`src/rtl/dma_ag_pkg.sv`:
```
package dma_ag_pkg;

  typedef enum logic [1:0] {
    SZ_BYTE = 2'd0,
    SZ_HALF = 2'd1,
    SZ_WORD = 2'd2,
    SZ_RSVD = 2'd3
  } xfer_size_e;

  // Bytes moved per transfer; the reserved code behaves as a word.
  function automatic logic [2:0] size_bytes(input logic [1:0] code);
    case (xfer_size_e'(code))
      SZ_BYTE: size_bytes = 3'd1;
      SZ_HALF: size_bytes = 3'd2;
      default: size_bytes = 3'd4;
    endcase
  endfunction

endpackage

```
`src/rtl/dma_ag_ring_mask.sv`:
```
module dma_ag_ring_mask #(
  parameter int ADDR_W = 32,
  parameter int RING_W = 4
) (
  input  logic [RING_W-1:0] ring_log2,
  output logic [ADDR_W-1:0] mask,
  output logic              wrap_on
);
  // Bit g belongs to the moving window when g < n.
  for (genvar g = 0; g < ADDR_W; g++) begin : g_mask
    assign mask[g] = (32'(ring_log2) > g);
  end

  assign wrap_on = (ring_log2 != '0);
endmodule

```
`src/rtl/dma_ag_chan.sv`:
```
module dma_ag_chan #(
  parameter int ADDR_W = 32
) (
  input  logic              clk,
  input  logic              rst_n,
  input  logic              load,
  input  logic [ADDR_W-1:0] init_addr,
  input  logic              adv,
  input  logic              incr,
  input  logic [2:0]        step,
  input  logic              wrap_on,
  input  logic [ADDR_W-1:0] mask,
  output logic [ADDR_W-1:0] addr_o
);
  logic [ADDR_W-1:0] addr_q, sum, wrapped, nxt;

  always_comb begin
    sum     = addr_q + ADDR_W'(step);
    wrapped = (addr_q & ~mask) | (sum & mask);
    nxt     = addr_q;
    if (load)
      nxt = init_addr;
    else if (adv && incr)
      nxt = wrap_on ? wrapped : sum;
  end

  always_ff @(posedge clk or negedge rst_n) begin
    if (!rst_n) addr_q <= '0;
    else        addr_q <= nxt;
  end

  assign addr_o = addr_q;

  p_load_r2: assert property (@(posedge clk) disable iff (!rst_n)
    load |=> (addr_o == $past(init_addr)));

  p_fixed_addr_r4: assert property (@(posedge clk) disable iff (!rst_n)
    (adv && !load && !incr) |=> $stable(addr_o));

  p_ring_upper_r5: assert property (@(posedge clk) disable iff (!rst_n)
    (adv && !load && wrap_on) |=>
      ((addr_o & ~$past(mask)) == ($past(addr_o) & ~$past(mask))));

  p_idle_hold_r7: assert property (@(posedge clk) disable iff (!rst_n)
    (!load && !adv) |=> $stable(addr_o));
endmodule

```
`src/rtl/dma_ag_swap.sv`:
```
module dma_ag_swap #(
  parameter int DATA_W = 32
) (
  input  logic              clk,
  input  logic              rst_n,
  input  logic [1:0]        size_code,
  input  logic              swap_en,
  input  logic              s_valid,
  output logic              s_ready,
  input  logic [DATA_W-1:0] s_data,
  output logic              m_valid,
  input  logic              m_ready,
  output logic [DATA_W-1:0] m_data
);
  import dma_ag_pkg::*;

  localparam int NB = DATA_W / 8;

  logic [DATA_W-1:0] half_sw, full_sw;

  for (genvar g = 0; g < NB; g++) begin : g_lane
    assign half_sw[g*8 +: 8] = s_data[(g ^ 1)*8 +: 8];
    assign full_sw[g*8 +: 8] = s_data[(NB-1-g)*8 +: 8];
  end

  always_comb begin
    m_data = s_data;
    if (swap_en) begin
      case (xfer_size_e'(size_code))
        SZ_BYTE: m_data = s_data;
        SZ_HALF: m_data = half_sw;
        default: m_data = full_sw;
      endcase
    end
  end

  assign m_valid = s_valid;
  assign s_ready = m_ready;

  p_popcount_r8: assert property (@(posedge clk) disable iff (!rst_n)
    s_valid |-> ($countones(m_data) == $countones(s_data)));

  p_byte_pass_r8: assert property (@(posedge clk) disable iff (!rst_n)
    (s_valid && size_code == 2'd0) |-> (m_data == s_data));

  p_beat_r9: assert property (@(posedge clk) disable iff (!rst_n)
    (s_valid && s_ready) |-> m_valid);
endmodule

```
`src/rtl/dma_addr_gen.sv`:
```
module dma_addr_gen #(
  parameter int ADDR_W = 32,
  parameter int RING_W = 4,
  parameter int DATA_W = 32
) (
  input  logic              clk,
  input  logic              rst_n,
  input  logic              load,
  input  logic [ADDR_W-1:0] init_rd_addr,
  input  logic [ADDR_W-1:0] init_wr_addr,
  input  logic [1:0]        size_code,
  input  logic              rd_incr,
  input  logic              wr_incr,
  input  logic [RING_W-1:0] ring_log2,
  input  logic              ring_on_wr,
  input  logic              xfer_done,
  input  logic              swap_en,
  output logic [ADDR_W-1:0] rd_addr,
  output logic [ADDR_W-1:0] wr_addr,
  input  logic              s_valid,
  output logic              s_ready,
  input  logic [DATA_W-1:0] s_data,
  output logic              m_valid,
  input  logic              m_ready,
  output logic [DATA_W-1:0] m_data
);
  import dma_ag_pkg::*;

  logic [ADDR_W-1:0] mask;
  logic              wrap_on;
  logic [2:0]        step;

  assign step = size_bytes(size_code);

  dma_ag_ring_mask #(.ADDR_W(ADDR_W), .RING_W(RING_W)) u_mask (
    .ring_log2 (ring_log2),
    .mask      (mask),
    .wrap_on   (wrap_on)
  );

  dma_ag_chan #(.ADDR_W(ADDR_W)) u_rd (
    .clk       (clk),
    .rst_n     (rst_n),
    .load      (load),
    .init_addr (init_rd_addr),
    .adv       (xfer_done),
    .incr      (rd_incr),
    .step      (step),
    .wrap_on   (wrap_on && !ring_on_wr),
    .mask      (mask),
    .addr_o    (rd_addr)
  );

  dma_ag_chan #(.ADDR_W(ADDR_W)) u_wr (
    .clk       (clk),
    .rst_n     (rst_n),
    .load      (load),
    .init_addr (init_wr_addr),
    .adv       (xfer_done),
    .incr      (wr_incr),
    .step      (step),
    .wrap_on   (wrap_on && ring_on_wr),
    .mask      (mask),
    .addr_o    (wr_addr)
  );

  dma_ag_swap #(.DATA_W(DATA_W)) u_swap (
    .clk       (clk),
    .rst_n     (rst_n),
    .size_code (size_code),
    .swap_en   (swap_en),
    .s_valid   (s_valid),
    .s_ready   (s_ready),
    .s_data    (s_data),
    .m_valid   (m_valid),
    .m_ready   (m_ready),
    .m_data    (m_data)
  );

  // with the ring on the read side, the write address moves linearly.
  p_wr_linear_r6: assert property (@(posedge clk) disable iff (!rst_n)
    (xfer_done && !load && wr_incr && !ring_on_wr) |=>
      (wr_addr == $past(wr_addr) + ADDR_W'($past(step))));
endmodule

```
`config.mk`:
```
export PLATFORM = sky130hd
export DESIGN_NAME = dma_addr_gen
export DESIGN_NICKNAME = d
export VERILOG_FILES = /design/src/rtl/dma_ag_pkg.sv /design/src/rtl/dma_ag_ring_mask.sv /design/src/rtl/dma_ag_chan.sv /design/src/rtl/dma_ag_swap.sv /design/src/rtl/dma_addr_gen.sv
export SDC_FILE = /design/constraint.sdc
export NUM_CORES = 1
export LEC_CHECK = 0
export BUFFER_PORTS_ARGS = -buffer_cell sky130_fd_sc_hd__clkbuf_2
export CAP_MARGIN = 20
export CELL_PAD_IN_SITES_DETAIL_PLACEMENT = 1
export CELL_PAD_IN_SITES_GLOBAL_PLACEMENT = 2
export CORE_UTILIZATION = 28
export DETAILED_ROUTE_END_ITERATION = 12
export MAX_ROUTING_LAYER = met4
export PLACE_DENSITY = 0.83
export SKIP_LAST_GASP = 1
export SLEW_MARGIN = 20
export SYNTH_ARGS = -nofsm -noshare
export SYNTH_HDL_FRONTEND = slang
export SYNTH_HIERARCHICAL = 1
export SYNTH_SLANG_ARGS = --single-unit
```
`constraint.sdc`:
```
create_clock -name clk -period 2.7 [get_ports clk]
set_input_delay 0.81 -clock clk [delete_from_list [all_inputs] [get_ports clk]]
set_output_delay 0.81 -clock clk [all_outputs]
set_load 0.01 [all_outputs]
```
==> results by group <==
Run status
  – Outcome: finished clean

Placed design
  – Port Buffers: between 200 and 250
  – HPWL after detailed placement: 16.4 mm
  – GPL Wtd Cong: ~0.85
  – Placed Cells: between 1k and 1.5k

Worst setup path
  – Worst setup SP type: input port
  – WS Path Type: input port to output port
  – Worst Setup End Kind: output port
  – CP peak stage delay: around 0.27 ns
  – WP data arrival: around 1.9 ns
  – Req. time, crit path: around 1.9 ns
  – Crit path max fanout: 12
  – Flop-to-flop setup slack: between 0.4 and 0.5 ns
  – Worst path cell trace: buf_4 > buf_6 > or2_4 > buf_8 > o22ai_2 > nor3_2 > buf_2
  – Slowest stage cell, crit path: or2_4

Clock network
  – Cts hold-fix bufs: 0
  – Reg clk slew, reported paths: roughly 0.06 ns
  – CTS H-tree lvls: 3
  – Clock latency on the worst-skew pair: roughly 0.35 ns
  – TritonCTS Buffers: 9
  – Root Buffer: clkbuf_16
  – TritonCTS clock tree: built
  – Clock sink total: 64
  – Max clock buf depth: 2

Synth
  – Post-Syn Area per Cell: approximately 8.7 um2
  – Main synth FF type: dfrtp_1
  – Register bit total from synthesis: between 60 and 70
  – Synth Cell Area: 5490 um2
  – Post-synth ARST share: 100%
  – Post-synth cell types: 57
  – YS warnings: 6
  – Sequential area share after synthesis: 29.2%
  – Cells after Synth: 630
  – EDFF count, synth: 0

Detailed routing
  – Remaining DRCs: 0
  – Post-route ant nets: 0
  – Final WL: between 20 and 25 mm
  – Initial DRC Count: ~260
  – Drt pass-1 iters: 4
  – Routed vias: 5842
  – DR WL/cell: 19.0 um
  – Via density: around 5.2

Floorplan
  – # rows: 50
  – Die area: about 20000 um2
  – Core area: around 19000 um2
  – Initial Util: between 20 and 30%
  – Die width: ~140 um
  – Die H: roughly 140 um
  – Ports: 210

GRT
  – GR Util met1: 26.9%
  – Vias in the first global route: just under 6k
  – GRT overflow: 0
  – Total GRT Usage: between 20% and 30%
  – GR Layer Usage met2: approximately 34%
  – GRT busiest layer: met2
  – Global-route wire length before repair: between 30 and 40 mm
  – Antenna violations before repair: 0
  – Largest net degree at the start of global routing: 65
  – GR Layer Usage met3: 3.97%

Pwr
  – Internal: between 2 and 2.5 mW
  – Pwr Total: between 3 and 4 mW
  – Comb pwr share: 30.3%
  – Static leakage: about 3.3 nW
  – Sequential power share: a little over a third
  – Sw power: 1.17 mW
  – Power per cell area: 433 nW/um2
  – Switch share: 35.3%
  – Maximum vdd drop: about 310 uV
  – Power share of the clock group: approximately a third

STA
  – Unrepaired setup endpoints after global routing: yes
  – Part of the cycle the worst path needs: between 90% and 100%
  – Fmax: between 0.3 and 0.4 GHz
  – Max-slew violations: 0
  – Skew final: 0.00686 ns
  – Hold WS: 0.483 ns
  – Setup violations, final: 0
  – Fin. Hold Viols: 0
  – Minimum clock period: 2.69 ns

Cells and area
  – Fin cells: 1132
  – Area delta synth->final: 39.8%
  – Ant diodes: 0
  – Layout cells sized above 1: a little under half
  – NumNets Final: 987

Run
  – Max_cap viols: 0

Min path
  – HP Class: input port to async pin
-- cell families (layout without fill, tap and decap cells) --
group,count (synthesis),after routing,share of synthesized area (%)
AO/OA/AOI/OAI,169,169,21.4
XOR/XNOR,58,58,9.25
adder cells (fa/ha/maj),8,8,2.10
buffers and inverters,73,299,8.04
flip-flops,64,64,29.2
multiplexers,38,38,7.52
other,1,17,0.0683
AND/OR/NAND/NOR,219,219,22.5
-- metrics by stage --
step                      worst slack (ns)  utilization [%]  setup TNS, ns  instance area (um2)
after floorplan                     0.0465                -              0                 5550
after global placement              -0.164             37.2          -3.72                 7050
after detailed placement            -0.236             37.2          -5.86                 7050
after CTS                          -0.0383             38.8         -0.223                 7350
after global routing               -0.0296             40.5         -0.147                 7670
final                               0.0101             40.5              0                 7670
-- routing by layer --
metal | share of wire [%] | vias up
met4 | 1.4 | 0
met3 | 5.3 | 25
met1 | 45 | 2850
met5 | 0 | -
met2 | 48 | 175
li1 | - | 2792
-- power groups by stage --
stage	combinational (mW)	sequential (mW)	clock [mW]
after detailed placement	0.941	1.23	0
after global routing	1.09	1.23	1.16
final	1.01	1.21	1.11
after CTS	0.952	1.21	1.13
after floorplan	0.484	1.23	0
after global placement	0.924	1.22	0
-- final cells by class --
cell class / instances / area, um2
clock buffer: 10 / 239
sequential: 64 / 1600
multi-input combinational: 509 / 3760
fill: 2330 / 11300
tap: 260 / 325
timing repair buffer: 272 / 1670
inverter: 11 / 41.3
clock inverter: 6 / 35.0
-- what timing repair did --
action	CTS	global route
buffers inserted	0	2
pin swaps	0	5
endpoints found under the setup margin	32	34
gates resized for setup	6	46
cloned	0	3
-- critical path: cells and delay by family --
family | cells | cell delay, ns
AO/OA/AOI/OAI | 1 | 0.16
buffers and inverters | 4 | 0.57
AND/OR/NAND/NOR | 2 | 0.34
-- worst paths after layout --
path,startpoint,endpoint,depth (start not counted)
max,size_code[1],m_data[9],7
min,rst_n,async pin,2
max reg2reg,register,register,9
min reg2reg,register,register,2
max in group asynchronous,rst_n,async pin,2
min in group clk,register,register,2
-- cells in the mapped netlist (all sizes together), types with 10 or more instances --
master	instances	area (um2)
dfrtp	64	1600
o21ai	59	295
nand2	47	194
nor2	45	169
buf	43	329
nor3	42	225
xnor2	36	315
a21oi	28	148
mux2	26	293
xor2	22	193
o2111ai	20	175
clkbuf	19	71.3
nor4	18	163
o32ai	17	149
nand4	16	130
o22ai	15	138
mux2i	12	120
o211ai	12	90.1
inv	11	41.3
nand3	10	50.1
-- cells in the final DEF, fill, tap and decap left out, types with 8 or more instances in the layout --
cell type,n
o2111ai_1,20
conb_1,17
buf_4,56
nor3_1,34
nor3_2,8
xor2_1,22
mux2_2,26
nor2_1,45
o32ai_2,15
nand4_1,14
clkbuf_2,199
o22ai_2,11
o21ai_0,31
inv_1,8
o21ai_1,28
nor4_1,8
nand3_1,10
clkbuf_16,11
mux2i_1,12
xnor2_1,36
nor4_2,10
dfrtp_1,64
nand2_1,44
o211ai_1,12
a21oi_1,22
Note: power is estimated with default switching activity, not from simulation.
